`config.mk`:
```
export PLATFORM = sky130hd
export DESIGN_NAME = daytime_rtc
export DESIGN_NICKNAME = d
export VERILOG_FILES = /design/src/rtl/rtc_pkg.sv /design/src/rtl/rtc_field.sv /design/src/rtl/rtc_ctrl.sv /design/src/rtl/rtc_datapath.sv /design/src/rtl/daytime_rtc.sv
export SDC_FILE = /design/constraint.sdc
export NUM_CORES = 1
export LEC_CHECK = 0
export ABC_AREA = 1
export BUFFER_PORTS_ARGS = -buffer_cell sky130_fd_sc_hd__buf_2
export CAP_MARGIN = 30
export CORE_UTILIZATION = 30
export DETAILED_ROUTE_END_ITERATION = 10
export PLACE_DENSITY = 0.55
export SYNTH_ARGS = -nofsm -noshare
export SYNTH_HDL_FRONTEND = slang
export SYNTH_HIERARCHICAL = 1
export SYNTH_SLANG_ARGS = --single-unit
```
`constraint.sdc`:
```
create_clock -name clk -period 3.4 [get_ports clk]
set_clock_uncertainty 0.05 [all_clocks]
set_input_delay 0 -clock clk [delete_from_list [all_inputs] [get_ports clk]]
set_output_delay 0 -clock clk [all_outputs]
set_load 0.02 [all_outputs]
```
`src/rtl/rtc_pkg.sv`:
```
package rtc_pkg;
  localparam int DATA_W = 16;
  localparam int ADDR_W = 4;
  localparam int HOUR_W = 5;
  localparam int MIN_W  = 6;
  localparam int SEC_W  = 6;

  localparam int SEC_LAST  = 59;
  localparam int MIN_LAST  = 59;
  localparam int HOUR_LAST = 23;

  localparam logic [ADDR_W-1:0] IDX_HM     = 4'd0;
  localparam logic [ADDR_W-1:0] IDX_SEC    = 4'd1;
  localparam logic [ADDR_W-1:0] IDX_AHM    = 4'd2;
  localparam logic [ADDR_W-1:0] IDX_ASEC   = 4'd3;
  localparam logic [ADDR_W-1:0] IDX_CTRL   = 4'd4;
  localparam logic [ADDR_W-1:0] IDX_STAT   = 4'd5;
  localparam logic [ADDR_W-1:0] IDX_IEN    = 4'd6;
  localparam logic [ADDR_W-1:0] IDX_SWATCH = 4'd7;
  localparam logic [ADDR_W-1:0] IDX_DAY    = 4'd8;
  localparam logic [ADDR_W-1:0] IDX_ADAY   = 4'd9;

  localparam int CTRL_RUN  = 7;
  localparam int STAT_ALM  = 2;
  localparam int STAT_SEC  = 4;
  localparam logic [DATA_W-1:0] STAT_MASK = (DATA_W'(1) << STAT_ALM) | (DATA_W'(1) << STAT_SEC);

  typedef struct packed {
    logic wrHm;
    logic wrSec;
    logic wrAhm;
    logic wrAsec;
    logic wrStat;
    logic wrIen;
    logic wrDay;
    logic wrAday;
    logic tickEvt;
    logic tickGo;
  } rtcStrobe_t;
endpackage

```
`src/rtl/rtc_field.sv`:
```
module rtc_field #(
  parameter int W    = 6,
  parameter int LAST = 59
) (
  input  logic         clk,
  input  logic         rstN,
  input  logic         ld,
  input  logic [W-1:0] ldVal,
  input  logic         step,
  output logic [W-1:0] q,
  output logic [W-1:0] nxt,
  output logic         carryOut
);
  localparam logic [W-1:0] LAST_V = W'(LAST);

  logic atLast;

  always_comb begin
    atLast   = (q >= LAST_V);
    carryOut = step & atLast;
    if (!step)       nxt = q;
    else if (atLast) nxt = '0;
    else             nxt = q + 1'b1;
  end

  always_ff @(posedge clk) begin
    if (!rstN)   q <= '0;
    else if (ld) q <= ldVal;
    else         q <= nxt;
  end


  wrap_to_zero_chk: assert property (@(posedge clk) disable iff (!rstN)
    (step && atLast && !ld) |=> (q == '0));

  hold_when_idle_chk: assert property (@(posedge clk) disable iff (!rstN)
    (!step && !ld) |=> $stable(q));

  load_wins_chk: assert property (@(posedge clk) disable iff (!rstN)
    ld |=> (q == $past(ldVal)));
endmodule

```
`src/rtl/rtc_ctrl.sv`:
```
module rtc_ctrl
  import rtc_pkg::*;
(
  input  logic              clk,
  input  logic              rstN,
  input  logic              tick1Hz,
  input  logic              busWrite,
  input  logic [ADDR_W-1:0] busAddr,
  input  logic [DATA_W-1:0] busWdata,
  output rtcStrobe_t        strb,
  output logic              runQ
);
  logic timeWr;

  always_comb begin
    strb.wrHm    = busWrite && (busAddr == IDX_HM);
    strb.wrSec   = busWrite && (busAddr == IDX_SEC);
    strb.wrAhm   = busWrite && (busAddr == IDX_AHM);
    strb.wrAsec  = busWrite && (busAddr == IDX_ASEC);
    strb.wrStat  = busWrite && (busAddr == IDX_STAT);
    strb.wrIen   = busWrite && (busAddr == IDX_IEN);
    strb.wrDay   = busWrite && (busAddr == IDX_DAY);
    strb.wrAday  = busWrite && (busAddr == IDX_ADAY);
    timeWr       = strb.wrHm | strb.wrSec | strb.wrDay;
    strb.tickEvt = tick1Hz & runQ;
    strb.tickGo  = tick1Hz & runQ & ~timeWr;
  end

  always_ff @(posedge clk) begin
    if (!rstN)
      runQ <= 1'b0;
    else if (busWrite && (busAddr == IDX_CTRL))
      runQ <= busWdata[CTRL_RUN];
  end
endmodule

```
`src/rtl/rtc_datapath.sv`:
```
module rtc_datapath
  import rtc_pkg::*;
#(
  parameter int DAY_W = 16
) (
  input  logic              clk,
  input  logic              rstN,
  input  rtcStrobe_t        strb,
  input  logic              runQ,
  input  logic [ADDR_W-1:0] busAddr,
  input  logic [DATA_W-1:0] busWdata,
  output logic [DATA_W-1:0] busRdata,
  output logic              irq
);
  localparam int DAY_LAST = (1 << DAY_W) - 1;
  localparam int NF = 4;

  localparam int FW [NF] = '{SEC_W, MIN_W, HOUR_W, DAY_W};
  localparam int FL [NF] = '{SEC_LAST, MIN_LAST, HOUR_LAST, DAY_LAST};

  logic [SEC_W-1:0]  secQ, secNx, almSec;
  logic [MIN_W-1:0]  minQ, minNx, almMin;
  logic [HOUR_W-1:0] hourQ, hourNx, almHour;
  logic [DAY_W-1:0]  dayQ, dayNx, almDay;
  logic [DATA_W-1:0] statQ, ienQ, statNx, clrMask, setMask;
  logic [NF:0]       carry;
  logic              alarmHit;

  assign carry[0] = strb.tickGo;

  // One counting field per stage, chained through the carries.
  for (genvar i = 0; i < NF; i++) begin : g_field
    logic [FW[i]-1:0] q, nxt;
    logic [FW[i]-1:0] ldVal;
    logic             ld;

    if (i == 0) begin : g_sec
      assign ld    = strb.wrSec;
      assign ldVal = busWdata[SEC_W-1:0];
    end else if (i == 1) begin : g_min
      assign ld    = strb.wrHm;
      assign ldVal = busWdata[MIN_W-1:0];
    end else if (i == 2) begin : g_hour
      assign ld    = strb.wrHm;
      assign ldVal = busWdata[8 +: HOUR_W];
    end else begin : g_day
      assign ld    = strb.wrDay;
      assign ldVal = busWdata[DAY_W-1:0];
    end

    rtc_field #(.W(FW[i]), .LAST(FL[i])) u_field (
      .clk(clk), .rstN(rstN), .ld(ld), .ldVal(ldVal), .step(carry[i]),
      .q(q), .nxt(nxt), .carryOut(carry[i+1])
    );
  end

  assign secQ   = g_field[0].q;
  assign secNx  = g_field[0].nxt;
  assign minQ   = g_field[1].q;
  assign minNx  = g_field[1].nxt;
  assign hourQ  = g_field[2].q;
  assign hourNx = g_field[2].nxt;
  assign dayQ   = g_field[3].q;
  assign dayNx  = g_field[3].nxt;

  always_ff @(posedge clk) begin
    if (!rstN) begin
      almSec  <= '0;
      almMin  <= '0;
      almHour <= '0;
      almDay  <= '0;
      ienQ    <= '0;
      statQ   <= '0;
    end else begin
      if (strb.wrAsec) almSec <= busWdata[SEC_W-1:0];
      if (strb.wrAhm) begin
        almMin  <= busWdata[MIN_W-1:0];
        almHour <= busWdata[8 +: HOUR_W];
      end
      if (strb.wrAday) almDay <= busWdata[DAY_W-1:0];
      if (strb.wrIen)  ienQ   <= busWdata & STAT_MASK;
      statQ <= statNx;
    end
  end

  always_comb begin
    alarmHit = strb.tickGo && (secNx == almSec) && (minNx == almMin) &&
               (hourNx == almHour) && (dayNx == almDay);
    clrMask = strb.wrStat ? busWdata : '0;
    setMask = '0;
    setMask[STAT_SEC] = strb.tickEvt;
    setMask[STAT_ALM] = alarmHit;
    statNx = ((statQ & ~clrMask) | setMask) & STAT_MASK;
  end

  assign irq = |(statQ & ienQ);

  always_comb begin
    busRdata = '0;
    case (busAddr)
      IDX_HM:   busRdata = {3'b0, hourQ, 2'b0, minQ};
      IDX_SEC:  busRdata[SEC_W-1:0] = secQ;
      IDX_AHM:  busRdata = {3'b0, almHour, 2'b0, almMin};
      IDX_ASEC: busRdata[SEC_W-1:0] = almSec;
      IDX_CTRL: busRdata[CTRL_RUN] = runQ;
      IDX_STAT: busRdata = statQ;
      IDX_IEN:  busRdata = ienQ;
      IDX_DAY:  busRdata[DAY_W-1:0] = dayQ;
      IDX_ADAY: busRdata[DAY_W-1:0] = almDay;
      default:  busRdata = '0;
    endcase
  end


  alarm_sets_chk: assert property (@(posedge clk) disable iff (!rstN)
    alarmHit |=> statQ[STAT_ALM]);

  second_evt_chk: assert property (@(posedge clk) disable iff (!rstN)
    strb.tickEvt |=> statQ[STAT_SEC]);

  w1c_clear_chk: assert property (@(posedge clk) disable iff (!rstN)
    (strb.wrStat && busWdata[STAT_SEC] && !strb.tickEvt) |=> !statQ[STAT_SEC]);

  stat_mask_chk: assert property (@(posedge clk) disable iff (!rstN)
    (statQ & ~STAT_MASK) == '0);

  idle_no_evt_chk: assert property (@(posedge clk) disable iff (!rstN)
    (!runQ && !strb.wrStat && !statQ[STAT_SEC]) |=> !statQ[STAT_SEC]);

  one_write_chk: assert property (@(posedge clk) disable iff (!rstN)
    $onehot0({strb.wrHm, strb.wrSec, strb.wrAhm, strb.wrAsec,
              strb.wrStat, strb.wrIen, strb.wrDay, strb.wrAday}));
endmodule

```
`src/rtl/daytime_rtc.sv`:
```
module daytime_rtc
  import rtc_pkg::*;
#(
  parameter int DAY_W = 16
) (
  input  logic              clk,
  input  logic              rstN,
  input  logic              tick1Hz,
  input  logic              busWrite,
  input  logic [ADDR_W-1:0] busAddr,
  input  logic [DATA_W-1:0] busWdata,
  output logic [DATA_W-1:0] busRdata,
  output logic              irq
);
  rtcStrobe_t strb;
  logic       runQ;

  rtc_ctrl u_ctrl (
    .clk(clk), .rstN(rstN), .tick1Hz(tick1Hz), .busWrite(busWrite),
    .busAddr(busAddr), .busWdata(busWdata), .strb(strb), .runQ(runQ)
  );

  rtc_datapath #(.DAY_W(DAY_W)) u_dp (
    .clk(clk), .rstN(rstN), .strb(strb), .runQ(runQ), .busAddr(busAddr),
    .busWdata(busWdata), .busRdata(busRdata), .irq(irq)
  );
endmodule

```
# After elaboration in Yosys (flattened, before gate mapping)
# Cells that the tools add are included.
[word_totals]
regBits = 71
out_inout_bits = 17
elab_cells = 75
[op_classes]
addsub = 4
order_cmp = 4
eq_ne = 12
mux = 17
bitwise = 12
n_reduce_logical = 15
[op_table]
columns = ["cell", "count"]
rows = [
  ["2-to-1 mux 16 bit", 3],
  ["one-hot mux 6 bit (8 select lines)", 1],
  ["one-hot mux 8 bit (5 select lines)", 1],
  ["2-to-1 mux 6 bit", 6],
  ["2-to-1 mux 5 bit", 4],
  ["adder 16 x 1 -> 16 bit, second input constant", 1],
  ["equality test 16 bit", 1],
  [">= comparator 16 bit, second input constant", 1],
  ["OR reduction 16 bit", 1],
  ["logical AND 1 bit", 13],
  ["adder 6 x 1 -> 6 bit, second input constant", 2],
  ["equality test 4 x 3 -> 1 bit, second input constant", 3],
  ["equality test 6 bit", 2],
  [">= comparator 6 bit, second input constant", 2],
  ["AND 5 bit", 2],
  ["equality test 4 x 2 -> 1 bit, second input constant", 2],
  ["equality test 4 bit, second input constant", 2],
  ["adder 5 x 1 -> 5 bit, second input constant", 1],
  ["AND 1 bit", 5],
  ["equality test 5 bit", 1],
  [">= comparator 5 bit, second input constant", 1],
  ["NOT 5 bit", 1],
  ["bitwise OR 5 bit", 1],
  ["equality test 4 x 1 -> 1 bit, second input constant", 1],
  ["other kinds (5)", 6],
]

# Logic depth before layout (Yosys ltp)
# Gate-level depths: netlist (run 1).
[depth]
depth_word = 13
mapped_depth = 28
depth_no_buf = 28

# By module
# The synthesis (run 1) kept the hierarchy.
[by_module_without_submodules]
columns = ["mod", "instances", "cells_per_inst", "area_per_inst_um2", "seq_area_each_um2"]
rows = [
  ["rtc_datapath", 1, 374, 2396.0, 740.7],
  ["rtc_field (u_dp.g_field[3].u_field)", 1, 180, 1109.8, 320.3],
  ["rtc_field (u_dp.g_field[0].u_field ...)", 2, 61, 379.1, 120.1],
  ["rtc_field (u_dp.g_field[2].u_field)", 1, 67, 386.6, 100.1],
  ["rtc_ctrl", 1, 31, 167.7, 20.0],
]

# Worst setup path before layout (run 1)
# No wires, ideal clock.
[synth_path]
path_kind = "register to register"
start = "register u_ctrl.runQ"
end = "register u_dp.statQ[2]"
setup_time_ns = 0.070
arrival_ns = 2.905
setup_slack_ns = 0.375
path_stages_with_launch = 29
n_path_buf = 0
cell_sequence = "dfxtp_1 -> nand2_1 -> inv_1 -> o21ai_2 -> nor2_2 -> nand2_1 -> inv_1 -> nand2_1 -> inv_1 -> nand3_1 -> inv_1 -> inv_2 -> nor2_2 -> nand2_2 -> nor2_4 -> nand2_1 -> nand2_1 -> nand3_2 -> inv_1 -> inv_1 -> nand2_1 -> nand2_1 -> inv_1 -> nand2_1 -> nor2_1 -> nand2_1 -> nor2_1 -> nand3_1 -> a21oi_1"
[synth_rtl]
columns = ["item", "line_no", "text"]
rows = [
  ["start: declaration", "rtc_ctrl.sv:11", "output logic runQ"],
  ["start signal: assignment", "rtc_ctrl.sv:33", "runQ <= busWdata[CTRL_RUN];"],
  ["end signal: assignment", "rtc_datapath.sv:82", "statQ <= statNx;"],
  ["end: declaration", "rtc_datapath.sv:25", "logic [DATA_W-1:0] statQ, ienQ, statNx, clrMask, setMask;"],
]

# Worst setup path after layout (run 1)
[layout_path]
start = "register u_dp.g_field[0].u_field.q[0]"
end = "register u_dp.statQ[2]"
[layout_between]
word_cells_on_any_way = 19
cone_classes = "add/sub (1); order compare (1); eq/ne (4); mux (5); bitwise (4); reduce/logical (4)"
[layout_rtl]
columns = ["item", "line_no", "text"]
rows = [
  ["start: declaration", "rtc_field.sv:10", "output logic [W-1:0] q,"],
  ["start signal: assignment", "rtc_field.sv:28", "else if (ld) q <= ldVal;"],
  ["start signal: assignment", "rtc_field.sv:29", "else q <= nxt;"],
  [">= comparator 6 bit", "rtc_field.sv:19", "atLast = (q >= LAST_V);"],
  ["AND 1 bit", "rtc_field.sv:20", "carryOut = step & atLast;"],
  ["named net u_dp.carry[1]", "rtc_datapath.sv:26", "logic [NF:0] carry;"],
  ["AND 1 bit", "rtc_field.sv:20", ""],
  ["named net u_dp.carry[2]", "rtc_datapath.sv:26", ""],
  ["AND 1 bit", "rtc_field.sv:20", ""],
  ["named net u_dp.carry[3]", "rtc_datapath.sv:26", ""],
  ["2-to-1 mux 16 bit", "rtc_field.sv:21", "if (!step) nxt = q;"],
  ["named net u_dp.dayNx[13]", "rtc_datapath.sv:24", "logic [DAY_W-1:0] dayQ, dayNx, almDay;"],
  ["equality test 16 bit", "rtc_datapath.sv:88", "(hourNx == almHour) && (dayNx == almDay);"],
  ["logical AND 1 bit", "rtc_datapath.sv:88", ""],
  ["bitwise OR 5 bit", "rtc_datapath.sv:93", "statNx = ((statQ & ~clrMask) | setMask) & STAT_MASK;"],
]
# The timed path passes the listed nets, and every way through them passes these cells.
# A chain may end at the register's enable or synchronous reset.

==> results of run 1 <==
==> power by group <==
part	switching, uW	leakage [uW]	internal [uW]
Clock	387	0.000144	584
Combinational	143	0.00192	73.2
Sequential	19.3	0.000575	851
Total	550	0.00264	1510
==> layer usage <==
metal	GRT usage	routed length, microns	up-vias
met5	0	0	-
met4	0.05260	187	0
met2	0.2998	6643	155
li1	-	-	2597
met3	0.03243	817	19
met1	0.2782	7768	2265
==> metrics by stage <==
step / instances / setup slack (ns) / power (uW) / cell area [sq um] / hold slack [ns]
3_3_place_gp: 1013 / 0.2435 / 1089 / 5231 / 0.2186
5_1_grt: 1044 / 0.01913 / 2135 / 5708 / 0.006646
3_5_place_dp: 1015 / 0.03085 / 1092 / 5266 / 0.2187
2_1_floorplan: 773 / 0.3760 / 1010 / 4815 / 0.07072
6_report: 1044 / 0.3608 / 2058 / 5708 / 0.002847
4_1_cts: 1043 / 0.03009 / 2074 / 5685 / 0.004323
==> cells in the final DEF, fill, tap and decap left out, types with 9 or more instances in the layout <==
cell type / n
sky130_fd_sc_hd__dlygate4sd3_1: 12
sky130_fd_sc_hd__nor2_1: 69
sky130_fd_sc_hd__nand2_2: 13
sky130_fd_sc_hd__clkbuf_16: 9
sky130_fd_sc_hd__nor2_4: 9
sky130_fd_sc_hd__inv_1: 137
sky130_fd_sc_hd__o21ai_0: 78
sky130_fd_sc_hd__nand3_2: 11
sky130_fd_sc_hd__buf_4: 9
sky130_fd_sc_hd__a21oi_1: 59
sky130_fd_sc_hd__buf_2: 40
sky130_fd_sc_hd__nand4_1: 9
sky130_fd_sc_hd__dfxtp_1: 69
sky130_fd_sc_hd__nand2_1: 152
sky130_fd_sc_hd__nand3_1: 67
==> timing repair <==
item                       CTS  global route
hold endpoints to repair    36             0
resized for setup            0             7
hold buffers                12             0
buffers inserted             0             1
setup endpoints to repair    0             1
==> worst max-delay path, stage by stage (launching register included) <==
cell	delay [ns]
sky130_fd_sc_hd__dfxtp_2	0.37
sky130_fd_sc_hd__ha_2	0.21
sky130_fd_sc_hd__nor2_1	0.05
sky130_fd_sc_hd__nor2_1	0.13
sky130_fd_sc_hd__nand2_2	0.12
sky130_fd_sc_hd__inv_1	0.11
sky130_fd_sc_hd__nand2_2	0.11
sky130_fd_sc_hd__inv_1	0.11
sky130_fd_sc_hd__nand3_2	0.14
sky130_fd_sc_hd__inv_2	0.15
sky130_fd_sc_hd__inv_2	0.10
sky130_fd_sc_hd__nor2_2	0.12
sky130_fd_sc_hd__nand2_2	0.07
sky130_fd_sc_hd__nor2_4	0.14
sky130_fd_sc_hd__nand2_1	0.06
sky130_fd_sc_hd__nand2_1	0.07
sky130_fd_sc_hd__nand3_2	0.07
sky130_fd_sc_hd__inv_1	0.08
sky130_fd_sc_hd__inv_1	0.04
sky130_fd_sc_hd__nand2_1	0.05
sky130_fd_sc_hd__nand2_1	0.04
sky130_fd_sc_hd__inv_1	0.04
sky130_fd_sc_hd__nand2_1	0.04
sky130_fd_sc_hd__nor2_1	0.10
sky130_fd_sc_hd__nand2_1	0.07
sky130_fd_sc_hd__nor2_1	0.08
sky130_fd_sc_hd__nand3_1	0.08
sky130_fd_sc_hd__a21oi_1	0.16
==> registers in the layout, summed over array words and instances, names as in the netlist <==
| register | cells |
|---|---|
| u_dp/almMin | 6 |
| u_dp/almHour | 5 |
| u_dp/almDay | 16 |
| u_dp/g_field.u_field/q | 33 |
| u_dp/almSec | 6 |
| u_dp/ienQ | 2 |
| u_ctrl/runQ | 1 |
| u_dp/statQ | 2 |
==> final cells by class <==
class,instances,area (sq um)
Sequential cell,71,1424
Inverter,146,548.0
Timing Repair Buffer,63,422.9
Clock buffer,10,239.0
Fill cell,1700,9719
Multi-Input combinational cell,537,2750
Clock inverter,6,60.06
Tap cell,211,264.0
==> worst paths after layout <==
path | from | endpoint | cells past startpoint
max | u_dp/g_field[0].u_field/q[0]$_SDFF_PN0_ | u_dp/statQ[2]$_SDFF_PN0_ | 27
min | busWdata[0] | u_dp/g_field[0].u_field/q[0]$_SDFF_PN0_ | 3
max reg2reg | u_dp/g_field[0].u_field/q[0]$_SDFF_PN0_ | u_dp/statQ[2]$_SDFF_PN0_ | 27
min reg2reg | u_dp/almHour[4]$_SDFFE_PN0P_ | u_dp/almHour[4]$_SDFFE_PN0P_ | 2
==> impl_metrics.env, run 1 <==
export IMPL_grt_start_max_net_pins=58
export IMPL_viasPerCell=4.824
export IMPL_syn_nets=801
export IMPL_grt_usage=0.1945
export IMPL_tritoncts="done"
export IMPL_diodes=0
export IMPL_clockBufferDepth=2
export IMPL_drtIter0Drc=385
export IMPL_synthesis_to_finish_area_growth_pct=18.55
export IMPL_totalNegativeSetupSlack_ns=0
export IMPL_cts_reportedPaths_clkPinSlew_ns=0.06
export IMPL_cts_htree_levels=3
export IMPL_clkSinkCount=71
export IMPL_power_density_nw_per_um2=360.5
export IMPL_syn_avg_cell_area_sq_um=6.228
export IMPL_setup_reg_to_reg_worst_slack_ns=0.36
export IMPL_min_delay_path_class="input pin to flip-flop"
export IMPL_global_route_wire_length_before_repair_microns=24580
export IMPL_final_min_period_over_clock_period=0.8939
export IMPL_site_row_count=45
export IMPL_critical_path_startpoint_type="flip-flop"
export IMPL_fin_nets=856
export IMPL_drt_wl_total_microns=15420
export IMPL_placement_io_buffers=40
export IMPL_die_area_sq_um=16560
export IMPL_final_period_minus_worst_setup_slack_ns=3.039
export IMPL_rsz_0062_raised_after_global_routing="no"
export IMPL_status="completed"
export IMPL_ctsRootBufferMaster="sky130_fd_sc_hd__clkbuf_16"
export IMPL_crit_path_max_fanout=6
export IMPL_die_width_microns=128.7
export IMPL_yosys_warnings=6
export IMPL_grt_ovfl_total=0
export IMPL_worst_skew_pair_late_latency_ns=0.34
export IMPL_grt_pass1_vias=4582
export IMPL_drcViolationCount=0
export IMPL_total_clock_buffers_created_by_cts=9
export IMPL_design_portCount=41
export IMPL_report_final_slew_viol_count=0
export IMPL_router_iterations_before_antenna_repair=5
export IMPL_max_freq_ghz=0.3290
export IMPL_hold_viol=0
export IMPL_crit_arrival_ns=3.26
export IMPL_max_vdd_ir_drop_mv=0.2661
export IMPL_antenna_violations_before_repair=0
export IMPL_tightest_slew_ns=0.8797
export IMPL_route_detailed_wl_per_inst_microns=14.77
export IMPL_worst_endpoint_required_ns=3.62
export IMPL_maxSlewHeadroom=0.4129
export IMPL_via_count=5036
export IMPL_postSynthCellCount=773
export IMPL_fraction_of_layout_cells_with_a_size_suffix_above_1=0.1549
export IMPL_ant_nets=0
export IMPL_die_height_microns=128.7
export IMPL_drv_cap=0
export IMPL_synth_cell_area_sq_um=4815
export IMPL_finalCoreUtilization=0.3700
export IMPL_worstSetupEndpointType="flip-flop"
export IMPL_core_sq_um=15430
export IMPL_initial_utilization=0.3121
export IMPL_timing_worst_setup_path_type="flip-flop to flip-flop"
export IMPL_gp_routability_congestion=0.8951
export IMPL_setup_violations_final=0
export IMPL_hpwlAfterDp_microns=11480
export IMPL_static_leakage_power_uw=0.002639
Note: power is estimated with default switching activity, not from simulation.
==> run 2, diff against run 1 <==
Settings changed: ABC_AREA 1 to unset.
==> run 2 against run 1 <==
The run now ends with design-rule violations left; critical path type unchanged; sequential power down 0.9%; critical path depth down 9; hold slack better by 0.0066 ns.
==> impl_metrics.env, run 2 <==
export IMPL_status="finished with violations"
export IMPL_violations="design-rule violations"
export IMPL_synthesis_to_finish_area_growth_pct=24.83
export IMPL_fraction_of_layout_cells_with_a_size_suffix_above_1=0.2187
export IMPL_registers_top_by_ff_count="u_dp/g_field.u_field/q"
export IMPL_power_density_nw_per_um2=341.4
export IMPL_min_delay_path_class="input pin to flip-flop"
export IMPL_core_sq_um=14640
export IMPL_static_leakage_power_uw=0.002306
export IMPL_gp_routability_congestion=0.9111
export IMPL_synth_commonest_cells="71 x sky130_fd_sc_hd__dfxtp_1, 42 x sky130_fd_sc_hd__nor2b_1, 39 x sky130_fd_sc_hd__xor2_1, 37 x sky130_fd_sc_hd__mux2i_1, 33 x sky130_fd_sc_hd__nor2_1"
export IMPL_postSynthCellCount=517
export IMPL_reg_largest_list="u_dp/g_field.u_field/q: 33 flops, u_dp/almDay: 16 flops"
export IMPL_critical_path_startpoint_type="flip-flop"
export IMPL_placement_io_buffers=40
export IMPL_worst_skew_pair_late_latency_ns=0.34
export IMPL_setup_violations_final=0
export IMPL_router_iterations_before_antenna_repair=11
export IMPL_timing_worst_setup_path_type="flip-flop to flip-flop"
export IMPL_cts_htree_levels=3
export IMPL_hpwlAfterDp_microns=10430
export IMPL_hold_viol=0
export IMPL_final_period_minus_worst_setup_slack_ns=3.366
export IMPL_diodes=0
export IMPL_most_frequent_standard_cell_in_the_layout_excluding_fill_and_tap_cells="sky130_fd_sc_hd__dfxtp_1"
export IMPL_fill_cells=1466
export IMPL_global_route_wire_length_before_repair_microns=22970
export IMPL_synth_edf_count=0
export IMPL_yosys_cell_count_top_type="sky130_fd_sc_hd__dfxtp_1"
export IMPL_die_height_microns=124.9
export IMPL_ant_nets=0
export IMPL_most_common_layout_cells="70 x sky130_fd_sc_hd__dfxtp_1, 42 x sky130_fd_sc_hd__nor2b_1, 40 x sky130_fd_sc_hd__buf_2, 37 x sky130_fd_sc_hd__mux2i_1, 37 x sky130_fd_sc_hd__xor2_1"
export IMPL_fraction_of_synthesis_flops_using_an_asynchronous_set_or_reset_pin=0
export IMPL_rsz_0062_raised_after_global_routing="yes"
export IMPL_post_synth_main_area_contributors="sky130_fd_sc_hd__dfxtp_1 31%, sky130_fd_sc_hd__mux2i_1 8.2%, sky130_fd_sc_hd__xor2_1 7.5%"
export IMPL_synth_top_flop_cell="sky130_fd_sc_hd__dfxtp_1"
export IMPL_hold_worst_slack_ns=0.009474
export IMPL_final_cells=783
export IMPL_crit_path_max_fanout=5
export IMPL_synth_cell_area_sq_um=4529
export IMPL_drtIter0Drc=326
export IMPL_seq_area_frac_synth=0.3138
export IMPL_flip_flop_count_of_the_largest_register_after_layout=33
export IMPL_tightest_slew_ns=0.7561
export IMPL_grt_usage=0.1896
export IMPL_route_detailed_wl_per_inst_microns=18.47
export IMPL_syn_nets=545
export IMPL_via_count=4265
export IMPL_max_vdd_ir_drop_mv=0.3196
export IMPL_grt_start_max_net_pins=39
export IMPL_design_portCount=41
export IMPL_cts_reportedPaths_clkPinSlew_ns=0.06
export IMPL_drv_cap=0
export IMPL_drt_wl_total_microns=14460
export IMPL_syn_avg_cell_area_sq_um=8.761
export IMPL_antenna_violations_before_repair=0
export IMPL_worstSetupEndpointType="flip-flop"
export IMPL_synth_top_cell_by_area="sky130_fd_sc_hd__dfxtp_1"
export IMPL_viasPerCell=5.447
export IMPL_clkSinkCount=71
export IMPL_yosys_warnings=6
export IMPL_die_width_microns=124.9
export IMPL_maxSlewHeadroom=0.4941
export IMPL_fin_nets=624
export IMPL_share_of_yosys_cell_area_claimed_by_the_top_area_cell_type=0.3138
export IMPL_crit_arrival_ns=3.58
export IMPL_max_freq_ghz=0.2971
export IMPL_total_clock_buffers_created_by_cts=9
export IMPL_final_min_period_over_clock_period=0.9900
export IMPL_site_row_count=44
export IMPL_ctsRootBufferMaster="sky130_fd_sc_hd__clkbuf_16"
export IMPL_grt_pass1_vias=4131
export IMPL_drcViolationCount=2
export IMPL_worst_endpoint_required_ns=3.61
export IMPL_grt_ovfl_total=0
export IMPL_report_final_slew_viol_count=0
export IMPL_tritoncts="done"
export IMPL_postSynthRegisterBits=71
export IMPL_clockBufferDepth=2
export IMPL_place_inst=738
export IMPL_die_area_sq_um=15590
export IMPL_synth_cell_types=59
export IMPL_initial_utilization=0.3093
run 2: cell count changes in the layout (fill, tap and decap cells not counted), moves of 42 or more:
| cell | change |
|---|---|
| sky130_fd_sc_hd__nand2_1 | -134 |
| sky130_fd_sc_hd__inv_1 | -116 |
| sky130_fd_sc_hd__o21ai_0 | -63 |
| sky130_fd_sc_hd__a21oi_1 | -44 |
| sky130_fd_sc_hd__nand3_1 | -44 |
| sky130_fd_sc_hd__nor2b_1 | +42 |
run 2: per-layer routing:
| layer | global-route usage | wire length, microns | part of all wire | vias to the layer above |
|---|---|---|---|---|
| met5 | 0 | 0 | 0 | - |
| met4 | 0.05811 | 296 | 0.020 | 0 |
| met3 | 0.04725 | 781 | 0.054 | 20 |
| met2 | 0.3014 | 6649 | 0.46 | 155 |
| met1 | 0.2518 | 6735 | 0.47 | 2055 |
| li1 | - | - | - | 2035 |
run 2: final cells by class:
type | count | area [sq um] | share of cell area
Sequential cell | 71 | 1423 | 0.2516
Inverter | 22 | 82.58 | 0.01461
Clock inverter | 1 | 5.005 | 0.0008852
Clock buffer | 13 | 260.3 | 0.04603
Tap cell | 184 | 230.2 | 0.04072
Multi-Input combinational cell | 401 | 3015 | 0.5333
Timing Repair Buffer | 91 | 638.1 | 0.1129
run 2: power by group:
part	switching, uW	leakage (uW)	internal, uW
combinational	111	0.00160	84.3
sequential	16.7	0.000574	845
clock	349	0.000132	525
run 2: path summary, 6_finish.rpt:
path | start | end | slack [ns] | cells after the start
hold reg to reg | u_dp/almSec[3]$_SDFFE_PN0P_ | u_dp/almSec[3]$_SDFFE_PN0P_ | 0.50 | 2
hold / removal | busWdata[4] | u_dp/almMin[4]$_SDFFE_PN0P_ | 0.009 | 3
setup reg to reg | u_ctrl/runQ$_SDFFE_PN0P_ | u_dp/statQ[2]$_SDFF_PN0_ | 0.03 | 18
setup / recovery | u_ctrl/runQ$_SDFFE_PN0P_ | u_dp/statQ[2]$_SDFF_PN0_ | 0.03 | 18
run 2: worst max-delay path, stage by stage (launching register included):
cell and delay, ns:
sky130_fd_sc_hd__dfxtp_2 0.33, sky130_fd_sc_hd__and2_4 0.14, sky130_fd_sc_hd__o21ai_2 0.05, sky130_fd_sc_hd__nor2_2 0.13
sky130_fd_sc_hd__nand4_1 0.16, sky130_fd_sc_hd__nor2_4 0.15, sky130_fd_sc_hd__nand4_1 0.18, sky130_fd_sc_hd__nor2_4 0.18
sky130_fd_sc_hd__inv_2 0.06, sky130_fd_sc_hd__nor3_4 0.25, sky130_fd_sc_hd__and3_4 0.27, sky130_fd_sc_hd__buf_12 0.12
sky130_fd_sc_hd__nand3_4 0.08, sky130_fd_sc_hd__o21a_1 0.23, sky130_fd_sc_hd__or2_4 0.24, sky130_fd_sc_hd__xor2_2 0.16
sky130_fd_sc_hd__nor4_2 0.17, sky130_fd_sc_hd__nand3_1 0.12, sky130_fd_sc_hd__o31ai_2 0.22
run 2: logic make-up (layout without fill, tap and decap cells):
kind of cell | after synthesis | after routing | share of synthesized area
buf+inv | 45 | 127 | 0.04724
simple gates | 194 | 194 | 0.2456
fa+ha+maj | 4 | 4 | 0.01105
compound gates | 109 | 109 | 0.1760
mux | 45 | 45 | 0.1116
xor+xnor | 49 | 49 | 0.09475
flops | 71 | 71 | 0.3138
run 2: timing repair:
item / CTS / global route
setup buffers: 0 / 14
hold buffers: 17 / 0
setup endpoints to repair: 0 / 1
endpoints found under the hold margin: 45 / 0
gates resized for setup: 0 / 15
run 2: per-stage QoR:
step | utilization | total power, uW | setup TNS [ns] | area (sq um) | setup slack, ns
6_report | 0.3861 | 1931 | 0 | 5654 | 0.03395
5_1_grt | 0.3861 | 2003 | -0.1435 | 5654 | -0.1435
4_1_cts | 0.3729 | 1938 | 0 | 5461 | 0.005246
3_5_place_dp | 0.3432 | 1051 | 0 | 5026 | 0.02120
3_3_place_gp | 0.3432 | 1049 | 0 | 5026 | 0.1282
2_1_floorplan | - | 975.4 | -0.3049 | 4588 | -0.3049
==> run 3, diff against run 2 <==
Settings changed: CORE_UTILIZATION 30 to 50, PLACE_DENSITY 0.55 to 0.78.
Clock period 3.4 ns to 3.6 ns, I/O delays scaled along.
==> run 3 against run 2 <==
Critical path depth is 2 lower; clock power is 26% lower; register-to-register slack better by 0.04 ns; the flow now finishes without violations; die area is 39% lower; hold slack worse by 0.0062 ns; fmax is 4.4% lower; cell count is 11% lower; first-iteration DRC count is 21% higher.
==> impl_metrics.env, run 3 (synthesis gave the netlist of run 2 again) <==
export IMPL_status="completed"
export IMPL_p_sw_uw=425.0
export IMPL_hold_worst_slack_ns=0.003314
export IMPL_cts_htree_levels=3
export IMPL_synthesis_to_finish_area_growth_pct=18.43
export IMPL_core_sq_um=8763
export IMPL_site_row_count=34
export IMPL_min_delay_path_class="input pin to flip-flop"
export IMPL_initial_utilization=0.5168
export IMPL_gp_routability_congestion=1.039
export IMPL_worst_endpoint_required_ns=3.82
export IMPL_intPower_uw=1210
export IMPL_setup_violations_final=0
export IMPL_drv_cap=0
export IMPL_static_leakage_power_uw=0.002208
export IMPL_timing_worst_setup_path_type="flip-flop to flip-flop"
export IMPL_grt_ovfl_total=0
export IMPL_crit_path_max_fanout=7
export IMPL_grt_start_max_net_pins=43
export IMPL_fin_nets=611
export IMPL_worst_skew_pair_late_latency_ns=0.36
export IMPL_router_iterations_before_antenna_repair=5
export IMPL_most_frequent_standard_cell_in_the_layout_excluding_fill_and_tap_cells="sky130_fd_sc_hd__dfxtp_1"
export IMPL_global_route_wire_length_before_repair_microns=21200
export IMPL_critical_path_startpoint_type="flip-flop"
export IMPL_maxSlewHeadroom=0.3390
export IMPL_max_freq_ghz=0.2839
export IMPL_ctsRootBufferMaster="sky130_fd_sc_hd__clkbuf_8"
export IMPL_design_portCount=41
export IMPL_drcViolationCount=0
export IMPL_share_comb_of_total_power=0.110
export IMPL_die_area_sq_um=9443
export IMPL_most_common_layout_cells="70 x sky130_fd_sc_hd__dfxtp_1, 42 x sky130_fd_sc_hd__nor2b_1, 40 x sky130_fd_sc_hd__buf_2, 38 x sky130_fd_sc_hd__xor2_1, 37 x sky130_fd_sc_hd__mux2i_1"
export IMPL_route_detailed_wl_per_inst_microns=19.27
export IMPL_hold_viol=0
export IMPL_via_count=4325
export IMPL_max_vdd_ir_drop_mv=0.1496
export IMPL_clkSinkCount=71
export IMPL_diodes=0
export IMPL_placed_area_sq_um=4886
export IMPL_placement_io_buffers=40
export IMPL_setup_reg_to_reg_worst_slack_ns=0.08
export IMPL_registers_top_by_ff_count="u_dp/g_field.u_field/q"
export IMPL_tritoncts="done"
export IMPL_finalInstanceArea_sq_um=5364
export IMPL_reg_largest_list="u_dp/g_field.u_field/q: 33 flops, u_dp/almDay: 16 flops"
export IMPL_antenna_violations_before_repair=0
export IMPL_crit_arrival_ns=3.74
export IMPL_clockBufferDepth=2
export IMPL_tightest_slew_ns=0.9861
export IMPL_total_clock_buffers_created_by_cts=9
export IMPL_fill_cells=763
export IMPL_final_min_period_over_clock_period=0.9784
export IMPL_report_final_slew_viol_count=0
export IMPL_drtIter0Drc=396
export IMPL_power_density_nw_per_um2=304.7
export IMPL_rsz_0062_raised_after_global_routing="yes"
export IMPL_hpwlAfterDp_microns=9518
export IMPL_worstSetupEndpointType="flip-flop"
export IMPL_drt_wl_total_microns=13420
export IMPL_p_seq_frac=0.497
export IMPL_clkPwrFrac=0.393
export IMPL_power_switching_fraction=0.2600
export IMPL_viasPerCell=6.214
export IMPL_cts_reportedPaths_clkPinSlew_ns=0.08
export IMPL_die_height_microns=97.18
export IMPL_die_width_microns=97.18
export IMPL_grt_usage=0.2865
export IMPL_flip_flop_count_of_the_largest_register_after_layout=33
export IMPL_final_period_minus_worst_setup_slack_ns=3.522
export IMPL_ant_nets=0
export IMPL_fraction_of_layout_cells_with_a_size_suffix_above_1=0.2007
export IMPL_grt_pass1_vias=4132
## run 3: changes by cell type in the layout (fill, tap and decap cells not counted), sizes merged
cell / delta
buf: -13
bufinv: +1
clkbuf: -1
clkinv: +2
## run 3: critical path: stages (launching register included)
cell and delay [ns]:
sky130_fd_sc_hd__dfxtp_2 0.35, sky130_fd_sc_hd__and2_4 0.14, sky130_fd_sc_hd__o21ai_2 0.05, sky130_fd_sc_hd__nor2_2 0.13
sky130_fd_sc_hd__nand4_1 0.19, sky130_fd_sc_hd__nor2_4 0.17, sky130_fd_sc_hd__nand4_1 0.18, sky130_fd_sc_hd__nor2_4 0.17
sky130_fd_sc_hd__inv_2 0.08, sky130_fd_sc_hd__nor3_4 0.30, sky130_fd_sc_hd__and3_4 0.31, sky130_fd_sc_hd__nand4_1 0.16
sky130_fd_sc_hd__xnor2_2 0.21, sky130_fd_sc_hd__xor2_1 0.17, sky130_fd_sc_hd__nor4_2 0.36, sky130_fd_sc_hd__nand3_1 0.16
sky130_fd_sc_hd__o31ai_2 0.25
## run 3: through the flow
stage | std cells | total power, uW | setup WS [ns] | setup TNS [ns] | utilization
floorplan | 517 | 921.2 | -0.1049 | -0.1049 | -
CTS | 689 | 1630 | 0.02234 | 0 | 0.5988
global route | 696 | 1688 | -0.07188 | -0.07188 | 0.6121
detailed placement | 656 | 986.9 | 0.03986 | 0 | 0.5575
global placement | 656 | 984.1 | 0.1099 | 0 | 0.5575
finish | 696 | 1635 | 0.07759 | 0 | 0.6121
## run 3: timing repair
item	in CTS	in global routing
setup endpoints to repair	1	1
hold buffers	17	0
setup buffers	0	7
endpoints found under the hold margin	56	0
resized for setup	1	12
pin swaps	0	12
## run 3: cell type report
type,count,area [sq um],area share
clock buffers,12,145.1,0.02706
clock inverters,4,45.04,0.008397
inverters,22,82.58,0.01540
multi-input cells,401,3005,0.5603
flip-flops and latches,71,1423,0.2652
well taps,108,135.1,0.02519
repair buffers,78,528.0,0.09844
## run 3: worst paths after layout
path	endpoint	depth (start not counted)	start
worst max-delay path	u_dp/statQ[2]$_SDFF_PN0_	16	u_ctrl/runQ$_SDFFE_PN0P_
worst min-delay path	u_dp/ienQ[2]$_SDFFE_PN0P_	3	busWdata[2]
worst max register to register	u_dp/statQ[2]$_SDFF_PN0_	16	u_ctrl/runQ$_SDFFE_PN0P_
worst min register to register	u_dp/almSec[5]$_SDFFE_PN0P_	2	u_dp/almSec[5]$_SDFFE_PN0P_
## run 3: power by group through the flow
stage	logic (uW)	registers, uW	clock network, uW
floorplan	96.1	825	0
global placement	154	830	0
detailed placement	157	830	0
CTS	171	812	647
global route	192	814	682
finish	179	813	642
## run 3: routing by layer
layer  share of wire  vias to the layer above  GRT usage
met5               0                        -          0
met4           0.034                        0     0.1389
met3           0.064                       45    0.03669
met2            0.47                      218     0.4713
met1            0.43                     2045     0.3710
li1                -                     2017          -
